==> src/rtl/acs_dc_pkg.sv <==
// Package: shared widths and the redundant metric type of the delayed-carry
// add-compare-select cell. Assumes branch metrics are exactly one nibble wide.
package acs_dc_pkg;
    parameter int unsigned NIB_W = 4;
    localparam int unsigned BM_W  = NIB_W;
    localparam int unsigned VAL_W = 2 * NIB_W;
    localparam int unsigned PM_W  = VAL_W + 1;
    localparam int unsigned NCAND = 2;

    typedef struct packed {
        logic             carry;
        logic [NIB_W-1:0] hi;
        logic [NIB_W-1:0] lo;
    } metric_t;
endpackage

==> src/rtl/acs_dc_low_add.sv <==
// Low-half adder: adds a branch metric to the low nibble of a stored metric.
// Returns the full NIB_W+1 bit sum; the top bit is the carry that gets deferred.
module acs_dc_low_add #(
    parameter int unsigned NIB_W = 4
) (
    input  logic [NIB_W-1:0] lo_i,
    input  logic [NIB_W-1:0] bm_i,
    output logic [NIB_W:0]   sum_o
);
    // Unsigned add, widened by one bit to keep the carry out.
    always_comb begin
        sum_o = {1'b0, lo_i} + {1'b0, bm_i};
    end
endmodule

==> src/rtl/acs_dc_high_fold.sv <==
// High-half fold: adds the pending carry stored from the previous update into
// the high nibble, wrapping modulo 2**NIB_W (metrics are modular two's complement).
module acs_dc_high_fold #(
    parameter int unsigned NIB_W = 4
) (
    input  logic [NIB_W-1:0] hi_i,
    input  logic             carry_i,
    output logic [NIB_W-1:0] hi_o
);
    // Increment by the deferred carry, the wrap is intended.
    always_comb begin
        hi_o = hi_i + {{(NIB_W-1){1'b0}}, carry_i};
    end
endmodule

==> src/rtl/acs_dc_relaxed_cmp.sv <==
// Relaxed compare: decides between two candidates from a modular compare of
// the stored high nibbles, falling back to the low-half sums on a tie.
// Output 1 selects candidate b. Assumes metrics are normalised modularly.
module acs_dc_relaxed_cmp #(
    parameter int unsigned NIB_W = 4
) (
    input  logic [NIB_W-1:0] hi_a_i,
    input  logic [NIB_W-1:0] hi_b_i,
    input  logic [NIB_W:0]   sum_a_i,
    input  logic [NIB_W:0]   sum_b_i,
    output logic             dec_o
);
    logic [NIB_W-1:0] hi_diff;
    logic             hi_tie;
    logic             lo_b_less;

    // Modular high difference; its sign says which high part is smaller.
    always_comb begin
        hi_diff   = hi_a_i - hi_b_i;
        hi_tie    = (hi_diff == '0);
        lo_b_less = (sum_b_i < sum_a_i);
    end

    // Final pick: high parts decide unless tied, ties keep candidate a.
    always_comb begin
        if (hi_tie) begin
            dec_o = lo_b_less;
        end else begin
            dec_o = ~hi_diff[NIB_W-1];
        end
    end


    always_comb begin
        tie_rule_chk: assert (!(hi_a_i == hi_b_i && sum_a_i == sum_b_i) || dec_o == 1'b0)
            else $error("tie between candidates did not keep candidate a");
    end
endmodule

==> src/rtl/acs_dc_resolve.sv <==
// Resolver: turns a redundant metric (carry, high, low) into a plain metric
// by adding the pending carry at the high-nibble weight, modulo 2**(2*NIB_W).
module acs_dc_resolve #(
    parameter int unsigned NIB_W = 4
) (
    input  logic [2*NIB_W:0]   pm_i,
    output logic [2*NIB_W-1:0] val_o
);
    logic [2*NIB_W-1:0] carry_w;

    // Place the deferred carry at the low bit of the high nibble and add.
    always_comb begin
        carry_w = '0;
        carry_w[NIB_W] = pm_i[2*NIB_W];
        val_o = pm_i[2*NIB_W-1:0] + carry_w;
    end
endmodule

==> src/rtl/fast_acs_dc.sv <==
// Delayed-carry fast ACS cell. Both candidates are updated in parallel halves:
// the low nibble takes the branch metric and saves its carry, and the high
// nibble takes the carry saved last time. A relaxed compare picks the
// survivor. The result is registered; reset is synchronous and active low.
module fast_acs_dc
    import acs_dc_pkg::*;
(
    input  logic             clk,
    input  logic             rst_n,
    input  logic [PM_W-1:0]  pm_a_i,
    input  logic [PM_W-1:0]  pm_b_i,
    input  logic [BM_W-1:0]  bm_a_i,
    input  logic [BM_W-1:0]  bm_b_i,
    output logic [PM_W-1:0]  pm_o,
    output logic             dec_o,
    output logic [VAL_W-1:0] pm_res_o
);
    metric_t          cand_pm   [NCAND];
    logic [BM_W-1:0]  cand_bm   [NCAND];
    logic [NIB_W:0]   cand_sum  [NCAND];
    logic [NIB_W-1:0] cand_hi   [NCAND];
    metric_t          cand_next [NCAND];
    logic             dec_c;
    metric_t          pm_q;
    logic             dec_q;

    // Gather candidate inputs into arrays for the per-candidate datapath.
    always_comb begin
        cand_pm[0] = metric_t'(pm_a_i);
        cand_pm[1] = metric_t'(pm_b_i);
        cand_bm[0] = bm_a_i;
        cand_bm[1] = bm_b_i;
    end

    for (genvar g = 0; g < NCAND; g++) begin : g_cand
        acs_dc_low_add #(.NIB_W(NIB_W)) u_low (
            .lo_i  (cand_pm[g].lo),
            .bm_i  (cand_bm[g]),
            .sum_o (cand_sum[g])
        );

        acs_dc_high_fold #(.NIB_W(NIB_W)) u_high (
            .hi_i    (cand_pm[g].hi),
            .carry_i (cand_pm[g].carry),
            .hi_o    (cand_hi[g])
        );

        // Assemble the candidate's next redundant metric.
        always_comb begin
            cand_next[g].carry = cand_sum[g][NIB_W];
            cand_next[g].hi    = cand_hi[g];
            cand_next[g].lo    = cand_sum[g][NIB_W-1:0];
        end
    end

    acs_dc_relaxed_cmp #(.NIB_W(NIB_W)) u_cmp (
        .hi_a_i  (cand_pm[0].hi),
        .hi_b_i  (cand_pm[1].hi),
        .sum_a_i (cand_sum[0]),
        .sum_b_i (cand_sum[1]),
        .dec_o   (dec_c)
    );

    // Register the survivor's metric and the decision.
    always_ff @(posedge clk) begin
        if (!rst_n) begin
            pm_q  <= '0;
            dec_q <= 1'b0;
        end else begin
            pm_q  <= dec_c ? cand_next[1] : cand_next[0];
            dec_q <= dec_c;
        end
    end

    assign pm_o  = pm_q;
    assign dec_o = dec_q;

    acs_dc_resolve #(.NIB_W(NIB_W)) u_res_out (
        .pm_i  (pm_q),
        .val_o (pm_res_o)
    );

    // Resolved views of the inputs, used only by the checks below.
    logic [VAL_W-1:0] res_a_chk;
    logic [VAL_W-1:0] res_b_chk;

    acs_dc_resolve #(.NIB_W(NIB_W)) u_res_a (
        .pm_i  (pm_a_i),
        .val_o (res_a_chk)
    );

    acs_dc_resolve #(.NIB_W(NIB_W)) u_res_b (
        .pm_i  (pm_b_i),
        .val_o (res_b_chk)
    );


    reset_clear_chk: assert property (@(posedge clk)
        !$past(rst_n) |-> (pm_o == '0 && dec_o == 1'b0))
        else $error("state not cleared by reset");


    resolved_track_chk: assert property (@(posedge clk) disable iff (!rst_n)
        $past(rst_n) |-> pm_res_o == ($past(dec_c)
            ? $past(res_b_chk) + VAL_W'($past(bm_b_i))
            : $past(res_a_chk) + VAL_W'($past(bm_a_i))))
        else $error("resolved metric does not track selected input");


    high_fold_chk: assert property (@(posedge clk) disable iff (!rst_n)
        $past(rst_n) |-> pm_o[VAL_W-1:NIB_W] == (dec_o
            ? $past(pm_b_i[VAL_W-1:NIB_W]) + NIB_W'($past(pm_b_i[VAL_W]))
            : $past(pm_a_i[VAL_W-1:NIB_W]) + NIB_W'($past(pm_a_i[VAL_W]))))
        else $error("high nibble is not selected high plus pending carry");


    low_carry_chk: assert property (@(posedge clk) disable iff (!rst_n)
        $past(rst_n) |-> {pm_o[VAL_W], pm_o[NIB_W-1:0]} == (dec_o
            ? {1'b0, $past(pm_b_i[NIB_W-1:0])} + {1'b0, $past(bm_b_i)}
            : {1'b0, $past(pm_a_i[NIB_W-1:0])} + {1'b0, $past(bm_a_i)}))
        else $error("low nibble or new carry wrong");
endmodule

==> config.mk <==
export PLATFORM = sky130hd
export DESIGN_NAME = fast_acs_dc
export DESIGN_NICKNAME = d
export VERILOG_FILES = /design/src/rtl/acs_dc_pkg.sv /design/src/rtl/acs_dc_low_add.sv /design/src/rtl/acs_dc_high_fold.sv /design/src/rtl/acs_dc_relaxed_cmp.sv /design/src/rtl/acs_dc_resolve.sv /design/src/rtl/fast_acs_dc.sv
export SDC_FILE = /design/constraint.sdc
export NUM_CORES = 1
export LEC_CHECK = 0
export BUFFER_PORTS_ARGS = -buffer_cell sky130_fd_sc_hd__clkbuf_2
export CORE_MARGIN = 4
export CORE_UTILIZATION = 47
export CTS_CLUSTER_DIAMETER = 200
export DETAILED_ROUTE_END_ITERATION = 10
export PLACE_DENSITY = 0.83
export SYNTH_ARGS = -nofsm -noshare
export SYNTH_HDL_FRONTEND = slang
export SYNTH_HIERARCHICAL = 1
export SYNTH_SLANG_ARGS = --single-unit
==> constraint.sdc <==
create_clock -name clk -period 8.7 [get_ports clk]
set_input_delay 1.74 -clock clk [delete_from_list [all_inputs] [get_ports clk]]
set_output_delay 1.74 -clock clk [all_outputs]
set_load 0.01 [all_outputs]
==> run summary, run 1 <==
status -> complete, no violations
die height -> 54.8 µm
# IOs -> 46
1st-pass router iterations -> 4
syn_nets -> 162
setup repair bufs after CTS -> 0
GPL Wtd Cong -> 0.776
Hold Startpoint -> rst_n
GRT Total Usage -> 15.1%
Tcrit/Tclk final -> 50.9%
Fmax achieved -> 0.226 GHz
Post-synth EDFFs -> 0
critical path launch point -> pm_a_i[0]
vias in the first global route -> 867
Final setup violation count -> 0
area leader, netlist -> ha_1
CTS Root Cell -> clkbuf_4
met3 WL -> 181 µm
Hold-fix buffers, CTS -> 0
Syn Area/Cell -> 9.25 µm²
sw frac -> 34.5%
largest net degree at the start of global routing -> 11
Die ar. -> 3000 µm²
Synth Warn # -> 6
pwr dens -> 142 nW/µm²
Max-slew headroom -> 38.0%
Worst-Margin Slew -> 928 ps
Gate power share -> 47.1%
Inserted Diodes -> 0
power share of the clock group -> 22.1%
Worst Path Required -> 8850 ps
DP HPWL -> 1890 µm
Hold Crit Depth -> 2
critical path peak fanout -> 10
global route total overflow -> 0
most frequent cells after synthesis -> ha_1 (21), inv_1 (16), nor2b_1 (12)
ys flop type -> dfxtp_1
top-count cell post-synth -> ha_1
initial antenna violation count -> 0
largest cells by area after synthesis -> ha_1 (26%), dfxtp_1 (19%), mux2i_1 (8.8%)
Setup TNS -> 0 ps
Seq pwr share -> 30.8%
Initial Utilization -> 50.8%
DRC errors left -> 0
nets -> 207
Core Area -> 2020 µm²
sequential share of the synthesized area -> 19.5%
async set or reset register ratio after synthesis -> 0%
Hold Crit Class -> input pin to flip-flop
DR iter-0 viols -> 4
RSZ-0062 raised after global routing -> false
first-pass GRT wire length -> 3300 µm
vias per cell -> 4.86
peak supply drop -> 0.0708 mV
Synth top area share -> 25.6%
Setup CP Type -> input pin to flip-flop
clk sinks -> 10
Max-Cap Viols -> 0
Die Span X -> 54.8 µm
Post-Route M1 WL -> 782 µm
CTS clk-pin slew, worst paths -> 60 ps
Setup crit start kind -> input pin
total net switching power -> 0.0628 mW
Mapped Area -> 1030 µm²
Leakage -> 0.746 nW
Inserted Clock Buffers -> 3
Antenna Nets Post-Route -> 0
Storage cell area -> 200 µm²
maximum root-to-sink buffer count -> 2
Overall Power -> 0.182 mW
final wirelength -> 2020 µm
area of the multi-input gates -> 726 µm²
Area Growth Syn to Fin -> 24.7%
WP data arrival -> 4580 ps
Post-CTS Resized -> 0
Tmin final -> 4430 ps
via count -> 884
Distinct cells, synth -> 22
row count -> 16
Internal -> 0.119 mW
flops & latches, synth -> 10
CTS tree -> yes
Hold Path End -> pm_o[2]$_SDFF_PN0_
Crit. End Element -> flip-flop
Filler Cells Inserted -> 172
Syn Inst Count -> 111
ratio of cells with drive above 1 in the final layout -> 34.2%
Port Buffers -> 45
Met2 Wirelength -> 1020 µm
WL per Instance -> 11.1 µm
final hold vios -> 0
Max Slew Vio Count -> 0
H-tree lvl count -> 1
DR top layer -> met4
-- cells in the final DEF (no fill, tap or decap), drive strengths merged --
cell,instances
nand3,3
mux2i,9
dfxtp,10
a31oi,1
xnor2,9
and3,2
a21oi,4
nand2b,4
inv,16
nand2,1
a21o,3
and2,1
fa,2
a211oi,1
o21ai,4
clkbuf,49
nor2b,12
xor2,3
ha,21
-- final cells by class --
cell class | count | area share [%]
Multi-Input combinational cell | 80 | 56.6
Timing Repair Buffer | 45 | 17.6
Sequential cell | 10 | 15.6
Inverter | 16 | 4.69
Clock buffer | 4 | 2.83
Tap cell | 27 | 2.64
-- state kept, by name, indices dropped and copies added, names as in the netlist --
register,count
pm_o,9
dec_o,1
-- layer usage --
layer / up-vias / track usage (%)
li1: 456 / -
met1: 387 / 15.3
met2: 38 / 29.1
met3: 3 / 1.09
met4: 0 / 9.13
met5: - / 0
-- power by group through the flow --
stage	clock network (mW)	registers, mW	logic, mW
detailed placement	0	0.0572	0.0862
finish	0.0403	0.0561	0.0858
global route	0.0434	0.0566	0.0968
floorplan	0	0.0602	0.0589
CTS	0.0420	0.0562	0.0866
global placement	0	0.0568	0.0822
-- worst max-delay path by stage --
stage                          to  slack (ps)  cells after the start
6_report       pm_o[4]$_SDFF_PN0_        4270                     13
5_1_grt        pm_o[2]$_SDFF_PN0_        4100                     13
4_1_cts        pm_o[6]$_SDFF_PN0_        4290                     13
3_5_place_dp   pm_o[4]$_SDFF_PN0_        4020                     13
3_3_place_gp   pm_o[3]$_SDFF_PN0_        4100                     13
2_1_floorplan  pm_o[0]$_SDFF_PN0_        4750                     13
-- logic make-up (layout without fill, tap and decap cells) --
| family | after synthesis | in the layout | synth area share (%) |
|---|---|---|---|
| xor+xnor | 12 | 12 | 10.2 |
| flops | 10 | 10 | 19.5 |
| simple gates | 23 | 23 | 13.5 |
| mux | 9 | 9 | 8.77 |
| fa+ha+maj | 23 | 23 | 29.5 |
| buf+inv | 21 | 65 | 9.87 |
| compound gates | 13 | 13 | 8.65 |
-- critical path, cell delays in order --
cell	delay [ps]
clkbuf_2	80
ha_1	150
inv_1	50
fa_1	400
xnor2_1	220
inv_1	70
ha_1	310
a21o_1	160
a31oi_1	140
o21ai_1	110
a211oi_2	800
mux2i_1	300
nor2b_1	60
-- stage by stage --
stage                     instances  area, µm²  utilization (%)  hold slack, ps  setup WS, ps
final                           182       1280             63.4            1800          4270
after global placement          178       1240             61.6            2070          4100
after detailed placement        178       1240             61.6            2060          4020
after global routing            182       1280             63.4            1800          4100
after floorplan                 111       1030                -            1870          4750
after CTS                       182       1280             63.4            1780          4290
No activity file was read; power rests on OpenSTA's default activity.
==> run 2, diff against run 1 <==
--- a/config.mk
+++ b/config.mk
@@ -5,12 +5,13 @@
 export SDC_FILE = /design/constraint.sdc
 export NUM_CORES = 1
 export LEC_CHECK = 0
+export ABC_AREA = 1
 export BUFFER_PORTS_ARGS = -buffer_cell sky130_fd_sc_hd__clkbuf_2
 export CORE_MARGIN = 4
-export CORE_UTILIZATION = 47
+export CORE_UTILIZATION = 44
 export CTS_CLUSTER_DIAMETER = 200
 export DETAILED_ROUTE_END_ITERATION = 10
-export PLACE_DENSITY = 0.83
+export PLACE_DENSITY = 0.79
 export SYNTH_ARGS = -nofsm -noshare
 export SYNTH_HDL_FRONTEND = slang
 export SYNTH_HIERARCHICAL = 1
==> constraint.sdc (replaced) <==
create_clock -name clk -period 3.9 [get_ports clk]
set_input_delay 0.78 -clock clk [delete_from_list [all_inputs] [get_ports clk]]
set_output_delay 0.78 -clock clk [all_outputs]
set_load 0.01 [all_outputs]
==> run 2 against run 1 <==
Net effect: critical path depth rose by 3; worst setup slack lost 3200 ps; non-clock buffer count rose by 1; global-route usage decreased by 0.88 points; synthesized cell count is 68% higher; core utilization shrank 7.4 points; sequential power rose by 130%; largest cell class unchanged; largest power group unchanged.
==> run summary, run 2 <==
RSZ-0062 raised after global routing -> false
first-pass GRT wire length -> 4000 µm
Max-Cap Viols -> 0
DP Area -> 1390 µm²
maximum root-to-sink buffer count -> 2
pwr dens -> 293 nW/µm²
most frequent cells in the layout -> nand2_1 (50), clkbuf_2 (45), inv_1 (43)
H-tree lvl count -> 1
WL per Instance -> 9.23 µm
final hold vios -> 0
max reg flops -> 9
power share of the clock group -> 16.1%
1st-pass router iterations -> 4
largest cells by area after synthesis -> ha_1 (22%), dfxtp_1 (17%), nand2_1 (16%)
GRT Total Usage -> 14.2%
Distinct cells, synth -> 16
CTS Root Cell -> clkbuf_4
Initial Utilization -> 47.0%
sw frac -> 40.3%
Syn Area/Cell -> 6.34 µm²
final wirelength -> 2390 µm
Final setup violation count -> 0
initial antenna violation count -> 0
flops & latches, synth -> 10
Seq pwr share -> 31.1%
Synth top area share -> 22.2%
Leakage -> 0.939 nW
Setup TNS -> 0 ps
clk sinks -> 10
# IOs -> 46
Crit. End Element -> flip-flop
Worst Path Required -> 4050 ps
syn_nets -> 238
row count -> 18
CTS clk-pin slew, worst paths -> 60 ps
Tcrit/Tclk final -> 73.1%
Fmax achieved -> 0.351 GHz
Overall Power -> 0.414 mW
Gate power share -> 52.8%
Internal -> 0.247 mW
Core Area -> 2520 µm²
adder-cell share of the synthesized area -> 25.6%
ys flop type -> dfxtp_1
Hold Worst Slack -> 852 ps
main combinational cell family by area after synthesis -> simple AND/OR/NAND/NOR gates
vias per cell -> 4.61
vias in the first global route -> 1023
peak supply drop -> 0.206 mV
sequential share of the synthesized area -> 16.9%
CTS tree -> yes
GPL Wtd Cong -> 0.776
post-synthesis mux area share -> 0%
Antenna Nets Post-Route -> 0
setup repair bufs after CTS -> 0
Setup CP Type -> input pin to flip-flop
Synth Warn # -> 6
global route total overflow -> 0
Post-CTS Resized -> 0
Worst-Margin Slew -> 238 ps
async set or reset register ratio after synthesis -> 0%
Syn Inst Count -> 187
xor-xnor portion of the synthesized cell area -> 4.44%
Post-synth EDFFs -> 0
Mapped Area -> 1180 µm²
Area Growth Syn to Fin -> 19.1%
ratio of cells with drive above 1 in the final layout -> 21.4%
Inserted Diodes -> 0
largest net degree at the start of global routing -> 20
total net switching power -> 0.167 mW
DRC errors left -> 0
Max-slew headroom -> 83.9%
Die ar. -> 3590 µm²
critical path peak fanout -> 19
Hold Crit Class -> input pin to flip-flop
Port Buffers -> 45
via count -> 1193
Layout Cell Area excl Fill -> 1410 µm²
most frequent cells after synthesis -> nand2_1 (50), inv_1 (43), nor2_1 (24)
die height -> 59.9 µm
DP HPWL -> 2170 µm
Inserted Clock Buffers -> 3
WP data arrival -> 3000 ps
Synth Area in Compound Gates -> 2.96%
nets -> 282
Setup crit start kind -> input pin
status -> complete, no violations
Hold-fix buffers, CTS -> 0
area leader, netlist -> ha_1
top-count cell post-synth -> nand2_1
Die Span X -> 59.9 µm
Synth Area in Simple Gates -> 30.9%
Filler Cells Inserted -> 277
Max Slew Vio Count -> 0
most common cell after layout, fill and taps aside -> nand2_1
Tmin final -> 2850 ps
DR iter-0 viols -> 23
==> run 2: changes by cell type in the layout (fill, tap and decap cells not counted), moves of 4 or more <==
cell,before,now
nand2b_1,4,0
mux2i_1,9,0
nor2_1,0,24
inv_1,16,43
nor2b_1,12,0
nand2_1,1,50
nand3_1,3,14
xnor2_1,9,2
==> run 2: cell type report <==
| type | count | area, µm² | area share [%] |
|---|---|---|---|
| Clock buffer | 3 | 22.5 | 1.60 |
| Inverter | 43 | 161 | 11.4 |
| Multi-Input combinational cell | 127 | 757 | 53.6 |
| Sequential cell | 10 | 200 | 14.2 |
| Tap cell | 30 | 37.5 | 2.66 |
| Timing Repair Buffer | 46 | 233 | 16.5 |
==> run 2: final timing paths <==
path	startpoint	to	slack, ps	cells past startpoint
worst min-delay path	rst_n	pm_o[2]$_SDFF_PN0_	850	3
worst max-delay path	pm_a_i[0]	pm_o[5]$_SDFF_PN0_	1050	16
==> run 2: stage by stage <==
step / setup WS, ps / cells / utilization, %
6_report: 1050 / 259 / 56.0
5_1_grt: 810 / 259 / 56.0
4_1_cts: 1040 / 259 / 56.0
3_5_place_dp: 782 / 256 / 55.1
3_3_place_gp: 804 / 256 / 55.1
2_1_floorplan: 1100 / 187 / -
==> run 2: worst max-delay path, cell delays in order <==
cell and delay, ps:
clkbuf_2 80, ha_1 210, inv_1 70, fa_1 390
o21ai_0 250, inv_1 80, ha_1 320, a21oi_1 150
nand2_1 70, nor2_1 80, nor2_1 50, nor2_1 80
buf_4 210, nand2_1 70, nand2_1 60, nor2_1 50
==> run 2: power by group through the flow <==
stage / sequential, mW / combinational (mW) / clock [mW]
floorplan: 0.139 / 0.160 / 0
global route: 0.130 / 0.256 / 0.0733
detailed placement: 0.131 / 0.220 / 0
global placement: 0.131 / 0.216 / 0
finish: 0.128 / 0.218 / 0.0666
CTS: 0.129 / 0.222 / 0.0683
==> run 2: metal layers <==
metal	GRT usage, %	part of all wire [%]	wire [µm]
met3	1.51	6.6	158
met2	24.7	48	1140
met5	0	0	0
met4	4.75	0.88	21
met1	18.0	45	1070
==> run 2: logic make-up (layout without fill, tap and decap cells) <==
group,Yosys count,in the layout
AND/OR/NAND/NOR,91,91
adder cells (fa/ha/maj),23,23
buffers and inverters,50,92
AO/OA/AOI/OAI,7,7
XOR/XNOR,6,6
flip-flops,10,10
